`src/rtl/q15_mac.sv`:
```
module q15_mac #(
  parameter int W = 16
) (
  input  logic           clk,
  input  logic           rst,
  input  logic           in_valid,
  input  logic [W-1:0]   op_a,
  input  logic [W-1:0]   op_b,
  input  logic [1:0]     mode,
  input  logic           acc_clr,
  output logic [2*W-1:0] acc_q31,
  output logic [W-1:0]   res_q15,
  output logic           ovf
);
  localparam int PW = 2 * W;
  localparam logic [PW-1:0] MAXV = {1'b0, {(PW-1){1'b1}}};
  localparam logic [PW-1:0] MINV = {1'b1, {(PW-1){1'b0}}};
  localparam logic [PW-1:0] HALF = {{W{1'b0}}, 1'b1, {(W-1){1'b0}}};
  localparam logic [W-1:0]  NEG1 = {1'b1, {(W-1){1'b0}}};
  localparam logic [W-1:0]  QMAX = {1'b0, {(W-1){1'b1}}};

  logic signed [PW-1:0] prod_raw;
  logic [PW-1:0] prod_q, base, acc_nx, rnd;
  logic [PW+1:0] sum;
  logic prod_ovf, sum_ovf, rnd_ovf;
  logic [W-1:0] res_nx;

  assign prod_raw = $signed(op_a) * $signed(op_b);
  assign prod_ovf = (op_a == NEG1) && (op_b == NEG1);
  assign prod_q   = prod_ovf ? MAXV : PW'(prod_raw <<< 1);
  assign base     = acc_clr ? '0 : acc_q31;

  always_comb begin
    case (mode)
      2'b01:   sum = {{2{base[PW-1]}}, base} + {{2{prod_q[PW-1]}}, prod_q};
      2'b10:   sum = {{2{base[PW-1]}}, base} - {{2{prod_q[PW-1]}}, prod_q};
      default: sum = {{2{prod_q[PW-1]}}, prod_q};
    endcase
  end

  assign sum_ovf = !((sum[PW+1:PW-1] == 3'b000) || (sum[PW+1:PW-1] == 3'b111));
  assign acc_nx  = sum_ovf ? (sum[PW+1] ? MINV : MAXV) : sum[PW-1:0];

  assign rnd     = acc_nx + HALF;
  assign rnd_ovf = !acc_nx[PW-1] && rnd[PW-1];
  assign res_nx  = rnd_ovf ? QMAX : rnd[PW-1:W];

  always_ff @(posedge clk) begin
    if (rst) begin
      acc_q31 <= '0;
      res_q15 <= '0;
      ovf     <= 1'b0;
    end else if (in_valid) begin
      acc_q31 <= acc_nx;
      res_q15 <= res_nx;
      ovf     <= (ovf && !acc_clr) || prod_ovf || sum_ovf;
    end else if (acc_clr) begin
      acc_q31 <= '0;
      res_q15 <= '0;
      ovf     <= 1'b0;
    end
  end
endmodule

```
`config.mk`:
```
export PLATFORM = sky130hd
export DESIGN_NAME = q15_mac
export DESIGN_NICKNAME = d
export VERILOG_FILES = /design/src/rtl/q15_mac.sv
export SDC_FILE = /design/constraint.sdc
export NUM_CORES = 1
export LEC_CHECK = 0
export BUFFER_PORTS_ARGS = -buffer_cell sky130_fd_sc_hd__buf_2
export CAP_MARGIN = 20
export CORE_ASPECT_RATIO = 1.2
export CORE_UTILIZATION = 43
export CTS_CLUSTER_SIZE = 8
export DETAILED_ROUTE_END_ITERATION = 8
export GPL_TIMING_DRIVEN = 0
export SLEW_MARGIN = 15
export SYNTH_ARGS = -nofsm -noshare
export SYNTH_HDL_FRONTEND = slang
export SYNTH_SLANG_ARGS = --single-unit
```
`constraint.sdc`:
```
create_clock -name clk -period 16.84 [get_ports clk]
set_input_delay 2.526 -clock clk [delete_from_list [all_inputs] [get_ports clk]]
set_output_delay 2.526 -clock clk [all_outputs]
set_load 0.01 [all_outputs]
```
==> impl_metrics.env, run 1 <==
export IMPL_status="finished clean"
export IMPL_synth_top_area_share=0.3253
export IMPL_cts_root_buf="clkbuf_16"
export IMPL_drv_slew=0
export IMPL_cts_tree="yes"
export IMPL_cp_slowest_cell="nor4_2"
export IMPL_start_util=0.4389
export IMPL_start_kind="input port"
export IMPL_cap_violations=0
export IMPL_tns_ns=0
export IMPL_n_antenna_cell=0
export IMPL_fmax_mhz=65.34
export IMPL_layout_drive_gt1_share=0.07200
export IMPL_drt_total_wl_um=45970
export IMPL_ant_nets=0
export IMPL_pin_count=87
export IMPL_end_kind="flip-flop"
export IMPL_crit_type="in -> reg"
export IMPL_wire_per_inst_um=18.63
export IMPL_drcViolationCount=0
export IMPL_critical_path_max_stage_delay_ns=0.83
export IMPL_setup_violations=0
export IMPL_cp_common_cell="fa_1"
export IMPL_clk_pin_slew_ns=0.06
export IMPL_die_area_mm2=0.03756
export IMPL_crit_required_ns=16.98
export IMPL_coreArea_mm2=0.03604
export IMPL_antenna_found_initial=0
export IMPL_rsz0062_at_grt="no"
export IMPL_post_cts_buffers=0
export IMPL_area_growth_pct=6.811
export IMPL_grt_usage=0.2565
export IMPL_reg2reg_setup_slack_ns=10.38
export IMPL_path_max_fanout=10
export IMPL_dp_hpwl_um=39540
export IMPL_async_flop_share=0
export IMPL_io_buffers=71
export IMPL_postCtsResizedCells=0
export IMPL_nets=2408
export IMPL_die_y_um=212.1
export IMPL_firstDrtPassIters=7
export IMPL_clock_sinks=49
export IMPL_grt_pass1_vias=14114
export IMPL_ys_flop_type="dfxtp_1"
export IMPL_worst_skew_pair_late_latency_ns=0.29
export IMPL_max_slew_margin=0.3915
export IMPL_numCtsBuffers=5
export IMPL_regToRegStartpoint="acc_q31[2]$_SDFF_PP0_"
export IMPL_synth_seq_cells=49
export IMPL_synth_edf_count=0
export IMPL_final_cell_mix="inv_1 (310), fa_1 (257), nand2_1 (187), nor2_1 (129), and2_1 (125)"
export IMPL_place_gp_congestion=0.9093
export IMPL_die_w_um=177.1
export IMPL_ys_types=91
export IMPL_rr_endpoint="res_q15[6]$_SDFFE_PP0P_"
export IMPL_drtIter0Drc=764
export IMPL_reg2reg_depth=21
export IMPL_post_route_util=0.4688
export IMPL_syn_nets=2330
export IMPL_gr_total_overflow=0
export IMPL_cts_htree_levels=2
export IMPL_clock_path_buffers=2
export IMPL_crit_path_end="res_q15[6]$_SDFFE_PP0P_"
export IMPL_rows=76
export IMPL_worst_slew_pin_slew_ns=0.9053
export IMPL_vias=13547
export IMPL_fin_crit_ns=15.30
export IMPL_grt_pass1_wl_um=75150
export IMPL_seq_area_frac_synth=0.06202
export IMPL_holdBufCountCts=0
export IMPL_hold_class="reg -> reg"
export IMPL_setup_worst_path_start="op_a[7]"
export IMPL_post_route_period_util=0.9088
export IMPL_crit_arrival_ns=15.45
export IMPL_synthTopCellsByArea="fa_1 (33%), ha_1 (9.0%), inv_1 (7.4%), dfxtp_1 (6.2%), and2_1 (4.9%)"
export IMPL_hold_viol=0
export IMPL_synth_top_cell_by_area="fa_1"
export IMPL_synth_area_per_cell_um2=8.234
export IMPL_layout_commonest_cell="inv_1"
export IMPL_vias_per_cell=5.489
export IMPL_yosysWarnings=0
export IMPL_skew_ns=0.006299
export IMPL_grt_max_degree=14
export IMPL_syn_inst=1921
export IMPL_syn_area_mm2=0.01582
-- sequential cells by signal (all words and copies together), names as in the netlist --
register / flops
ovf: 1
acc_q31: 32
res_q15: 16
-- worst min path at each step --
stage	from	end	slack, ns	cells past startpoint
2_1_floorplan	ovf$_SDFFE_PP0P_	ovf$_SDFFE_PP0P_	0.48	2
3_3_place_gp	ovf$_SDFFE_PP0P_	ovf$_SDFFE_PP0P_	0.44	2
3_5_place_dp	ovf$_SDFFE_PP0P_	ovf$_SDFFE_PP0P_	0.45	2
4_1_cts	ovf$_SDFFE_PP0P_	ovf$_SDFFE_PP0P_	0.46	2
5_1_grt	res_q15[15]$_SDFFE_PP0P_	res_q15[15]$_SDFFE_PP0P_	0.49	2
6_report	ovf$_SDFFE_PP0P_	ovf$_SDFFE_PP0P_	0.47	2
-- through the flow --
stage               setup WS (ns)  cells  hold slack, ns  instance area [µm²]
floorplan                   4.057   1921          0.4761                15820
global placement            1.289   2460          0.4424                16760
detailed placement          1.289   2460          0.4550                16760
CTS                         1.541   2468          0.4642                16900
global route               0.8142   2468          0.4908                16900
finish                      1.536   2468          0.4656                16900
-- synthesized netlist by cell type (5+ instances only) --
cell and number:
a311oi_1 12, a221oi_1 7, nand2b_1 14, or3_1 11, o21ai_0 50, and3_1 8, o22ai_1 5, nand3_1 21
xor2_1 33, or2_2 8, clkbuf_1 80, a21oi_1 90, buf_1 6, a2111oi_0 7, o211ai_1 6, nor2b_1 37
o21a_1 19, nor4_1 17, o31ai_1 13, ha_1 114, nor2_1 129, a211oi_2 15, nand2_1 187, nand4_1 13
dfxtp_1 49, a31oi_1 8, and2_1 125, a211oi_1 26, a21o_1 26, inv_1 310, fa_1 257, xnor2_1 55
mux2i_1 8, nor3_1 43
-- cell type report --
type                    count  area (µm²)
well taps                 468       585.6
multi-input cells        1463       13270
repair buffers             71       355.3
inverters                 314        1179
flip-flops and latches     49       980.9
clock buffers               8       136.4
fillers                  3675       19140
plain buffers              95       384.1
-- cells by family (layout without fill, tap and decap cells) --
family | count (synthesis) | after routing | share of synthesized area
mux | 10 | 10 | 0.006486
xor+xnor | 88 | 88 | 0.04873
flops | 49 | 49 | 0.06202
fa+ha+maj | 371 | 371 | 0.4154
buf+inv | 409 | 488 | 0.09880
simple gates | 650 | 650 | 0.2114
compound gates | 344 | 344 | 0.1571
-- routing by layer --
layer / track usage / vias up / share of wire
li1: - / 6425 / -
met5: 0 / - / 0
met2: 0.4615 / 444 / 0.49
met4: 0.09304 / 0 / 0.034
met3: 0.01341 / 77 / 0.046
met1: 0.3226 / 6601 / 0.43
-- critical path, delay by kind of cell --
kind | cells | cell delay [ns]
compound gates | 8 | 2.54
buf+inv | 9 | 1.83
fa+ha+maj | 9 | 3.91
simple gates | 16 | 4.27
xor+xnor | 2 | 0.37
Power of run 1 is left out: the tool's default activity adds up to more than one toggle a clock period on the data nets, which glitch-free logic cannot reach.
==> run 2: changes to the inputs <==
Settings changed: CORE_MARGIN set to 2.
==> impl_metrics.env, run 2 (synthesized netlist as in run 1, its figures left out) <==
export IMPL_cp_top_family="simple AND/OR/NAND/NOR gates"
export IMPL_post_route_period_util=0.9155
export IMPL_die_y_um=214.1
export IMPL_postCtsResizedCells=0
export IMPL_status="finished clean"
export IMPL_cts_htree_levels=2
export IMPL_clock_path_buffers=2
export IMPL_drt_total_wl_um=46120
export IMPL_fin_crit_ns=15.42
export IMPL_numCtsBuffers=5
export IMPL_rsz0062_at_grt="no"
export IMPL_grtUsageMet1=0.3169
export IMPL_end_kind="flip-flop"
export IMPL_skew_ns=0.006672
export IMPL_drcViolationCount=0
export IMPL_cts_tree="yes"
export IMPL_n_antenna_cell=0
export IMPL_hold_class="reg -> reg"
export IMPL_setup_worst_path_start="op_a[6]"
export IMPL_nets=2408
export IMPL_tns_ns=0
export IMPL_crit_arrival_ns=15.57
export IMPL_wire_per_inst_um=18.69
export IMPL_final_cell_mix="inv_1 (310), fa_1 (257), nand2_1 (187), nor2_1 (129), and2_1 (125)"
export IMPL_worst_skew_pair_late_latency_ns=0.30
export IMPL_post_cts_buffers=0
export IMPL_pin_count=87
export IMPL_cts_root_buf="clkbuf_16"
export IMPL_setup_violations=0
export IMPL_layout_drive_gt1_share=0.07300
export IMPL_worst_slew_pin_slew_ns=0.9709
export IMPL_grt_use_met3=0.007624
export IMPL_hold_viol=0
export IMPL_vias=13578
export IMPL_cp_slowest_cell="nor4_2"
export IMPL_crit_type="in -> reg"
export IMPL_start_util=0.4389
export IMPL_holdBufCountCts=0
export IMPL_min_delay_start="ovf$_SDFFE_PP0P_"
export IMPL_final_area_mm2=0.01690
export IMPL_io_buffers=71
export IMPL_firstDrtPassIters=5
export IMPL_grt_usage=0.2472
export IMPL_grt_pass1_vias=14335
export IMPL_place_area_mm2=0.01676
export IMPL_grt_busiest_layer="met2"
export IMPL_drv_slew=0
export IMPL_global_route_usage_met2=0.4455
export IMPL_reg_top3="acc_q31: 32 flops, res_q15: 16 flops, ovf: 1 flops"
export IMPL_crit_required_ns=16.99
export IMPL_clock_sinks=49
export IMPL_grt_pass1_wl_um=75130
export IMPL_timing_critical_path_buf_inv=10
export IMPL_regToRegStartpoint="acc_q31[1]$_SDFF_PP0_"
export IMPL_clk_pin_slew_ns=0.06
export IMPL_area_growth_pct=6.827
export IMPL_path_max_fanout=10
export IMPL_start_kind="input port"
export IMPL_coreArea_mm2=0.03604
export IMPL_vias_per_cell=5.502
export IMPL_drtIter0Drc=626
export IMPL_dp_hpwl_um=39480
export IMPL_grt_max_degree=15
export IMPL_die_w_um=179.1
export IMPL_critical_path_max_stage_delay_ns=0.87
export IMPL_place_gp_congestion=0.9124
export IMPL_ant_nets=0
export IMPL_antenna_found_initial=0
export IMPL_die_area_mm2=0.03834
export IMPL_regMostFlops="acc_q31"
export IMPL_cap_violations=0
export IMPL_layout_commonest_cell="inv_1"
export IMPL_rows=76
export IMPL_gr_total_overflow=0
export IMPL_largest_register_ffs=32
export IMPL_fmax_mhz=64.87
export IMPL_max_slew_margin=0.3467
run 2: tightest hold or removal path, stage by stage, from the launching register on:
cell and delay, ns:
dfxtp_1 0.31, nand2_1 0.05, a21oi_1 0.05
run 2: per-layer routing:
metal / up-vias / part of all wire / wire (µm)
li1: 6430 / - / -
met1: 6653 / 0.43 / 19670
met3: 87 / 0.044 / 2018
met4: 0 / 0.033 / 1501
met2: 408 / 0.50 / 22930
met5: - / 0 / 0
run 2: metrics by stage:
| step | setup WS (ns) | hold slack, ns | util | instances |
|---|---|---|---|---|
| global route | 0.5920 | 0.4840 | 0.4689 | 2468 |
| detailed placement | 1.202 | 0.4587 | 0.4650 | 2460 |
| global placement | 1.293 | 0.4442 | 0.4650 | 2460 |
| finish | 1.423 | 0.4637 | 0.4689 | 2468 |
| CTS | 1.506 | 0.4673 | 0.4689 | 2468 |
| floorplan | 4.057 | 0.4761 | - | 1921 |
run 2: worst paths after layout:
check                                  to  slack [ns]  cells after the start
setup / recovery  res_q15[5]$_SDFFE_PP0P_        1.42                     44
hold / removal           ovf$_SDFFE_PP0P_        0.46                      2
setup reg to reg  res_q15[5]$_SDFFE_PP0P_       10.34                     21
hold reg to reg          ovf$_SDFFE_PP0P_        0.46                      2
run 2: layout make-up:
| type | count | area (µm²) |
|---|---|---|
| clock inverters | 2 | 10.01 |
| flip-flops and latches | 49 | 980.9 |
| well taps | 468 | 585.6 |
| plain buffers | 95 | 384.1 |
| clock buffers | 6 | 128.9 |
| multi-input cells | 1463 | 13270 |
| repair buffers | 71 | 355.3 |
| inverters | 314 | 1179 |
| fillers | 3607 | 19140 |
Power of run 2 is left out for the same reason.
==> run 3: changes to the inputs <==
Settings changed: REMOVE_ABC_BUFFERS set to 1.
==> impl_metrics.env, run 3 (synthesized netlist as in run 1, its figures left out) <==
export IMPL_cp_common_cell="fa_1"
export IMPL_end_kind="flip-flop"
export IMPL_place_gp_congestion=0.9413
export IMPL_status="finished clean"
export IMPL_crit_arrival_ns=15.00
export IMPL_grt_pass1_vias=13772
export IMPL_cts_htree_levels=2
export IMPL_post_cts_buffers=0
export IMPL_setup_violations=0
export IMPL_numCtsBuffers=5
export IMPL_ant_nets=0
export IMPL_cts_root_buf="clkbuf_16"
export IMPL_die_area_mm2=0.03834
export IMPL_rsz0062_at_grt="no"
export IMPL_grt_usage=0.2188
export IMPL_pin_count=87
export IMPL_drt_total_wl_um=39930
export IMPL_gr_total_overflow=0
export IMPL_coreArea_mm2=0.03604
export IMPL_hold_class="reg -> reg"
export IMPL_fin_crit_ns=14.85
export IMPL_reg_top3="acc_q31: 32 flops, res_q15: 16 flops, ovf: 1 flops"
export IMPL_layout_drive_gt1_share=0.08169
export IMPL_crit_type="in -> reg"
export IMPL_holdBufCountCts=0
export IMPL_worst_skew_pair_late_latency_ns=0.30
export IMPL_cp_slowest_cell="nor4_2"
export IMPL_crit_required_ns=16.99
export IMPL_critical_path_max_stage_delay_ns=0.99
export IMPL_clock_sinks=49
export IMPL_cts_tree="yes"
export IMPL_cap_violations=0
export IMPL_wire_per_inst_um=16.71
export IMPL_drv_slew=0
export IMPL_max_slew_margin=0.2757
export IMPL_area_growth_pct=5.205
export IMPL_drtIter0Drc=720
export IMPL_start_util=0.4389
export IMPL_clk_pin_slew_ns=0.08
export IMPL_dp_hpwl_um=32330
export IMPL_firstDrtPassIters=5
export IMPL_postCtsResizedCells=0
export IMPL_rows=76
export IMPL_regMostFlops="acc_q31"
export IMPL_worst_slew_pin_slew_ns=1.086
export IMPL_grt_max_degree=50
export IMPL_path_max_fanout=17
export IMPL_grt_pass1_wl_um=68440
export IMPL_vias_per_cell=5.500
export IMPL_io_buffers=86
export IMPL_reg2reg_setup_slack_ns=10.14
export IMPL_die_y_um=214.1
export IMPL_largest_register_ffs=32
export IMPL_tns_ns=0
export IMPL_post_route_period_util=0.8819
export IMPL_drcViolationCount=0
export IMPL_clock_path_buffers=2
export IMPL_skew_ns=0.009935
export IMPL_antenna_found_initial=1
export IMPL_vias=13144
export IMPL_nets=2330
export IMPL_final_cell_mix="inv_1 (310), fa_1 (257), nand2_1 (187), nor2_1 (129), and2_1 (125)"
export IMPL_hold_viol=0
export IMPL_fmax_mhz=67.33
export IMPL_die_w_um=179.1
export IMPL_n_antenna_cell=0
export IMPL_start_kind="input port"
export IMPL_layout_commonest_cell="inv_1"
-- run 3: cell count changes in the layout (fill, tap and decap cells not counted), sizes merged --
cell and delta:
inv +2, clkinv -1, clkbuf -81, buf +2
-- run 3: final timing paths --
path,start,cells past startpoint,endpoint
max reg2reg,acc_q31[1]$_SDFF_PP0_,19,res_q15[14]$_SDFFE_PP0P_
min reg2reg,ovf$_SDFFE_PP0P_,2,ovf$_SDFFE_PP0P_
max,op_a[10],40,res_q15[14]$_SDFFE_PP0P_
min,ovf$_SDFFE_PP0P_,2,ovf$_SDFFE_PP0P_
-- run 3: critical path, delay by kind of cell --
family          cells  cell delay [ns]
simple gates       16             4.61
fa+ha+maj           9             4.04
compound gates      8             2.88
buf+inv             5             0.56
xor+xnor            2             0.34
-- run 3: per-layer routing --
| layer | up-vias | track usage | part of all wire |
|---|---|---|---|
| met2 | 276 | 0.3978 | 0.52 |
| met1 | 6545 | 0.2768 | 0.42 |
| met5 | - | 0 | 0 |
| met4 | 0 | 0.06016 | 0.028 |
| met3 | 69 | 0.01401 | 0.030 |
| li1 | 6254 | - | - |
-- run 3: layout make-up --
type	instances	area (µm²)
Clock buffer	5	125.1
Fill cell	3659	19400
Inverter	314	1179
Clock inverter	3	28.78
Timing Repair Buffer	88	457.9
Sequential cell	49	980.9
Multi-Input combinational cell	1463	13280
Tap cell	468	585.6
-- run 3: per-stage QoR --
| stage | util | instance area [µm²] | cells | setup WS [ns] | hold slack [ns] |
|---|---|---|---|---|---|
| final | 0.4617 | 16640 | 2390 | 1.988 | 0.4546 |
| after global routing | 0.4617 | 16640 | 2390 | 1.061 | 0.4868 |
| after CTS | 0.4615 | 16630 | 2389 | 2.132 | 0.4598 |
| after detailed placement | 0.4573 | 16480 | 2381 | 1.850 | 0.4480 |
| after global placement | 0.4564 | 16450 | 2380 | 1.859 | 0.4418 |
| after floorplan | - | 15430 | 1826 | 4.247 | 0.4700 |
Power of run 3 is left out for the same reason.
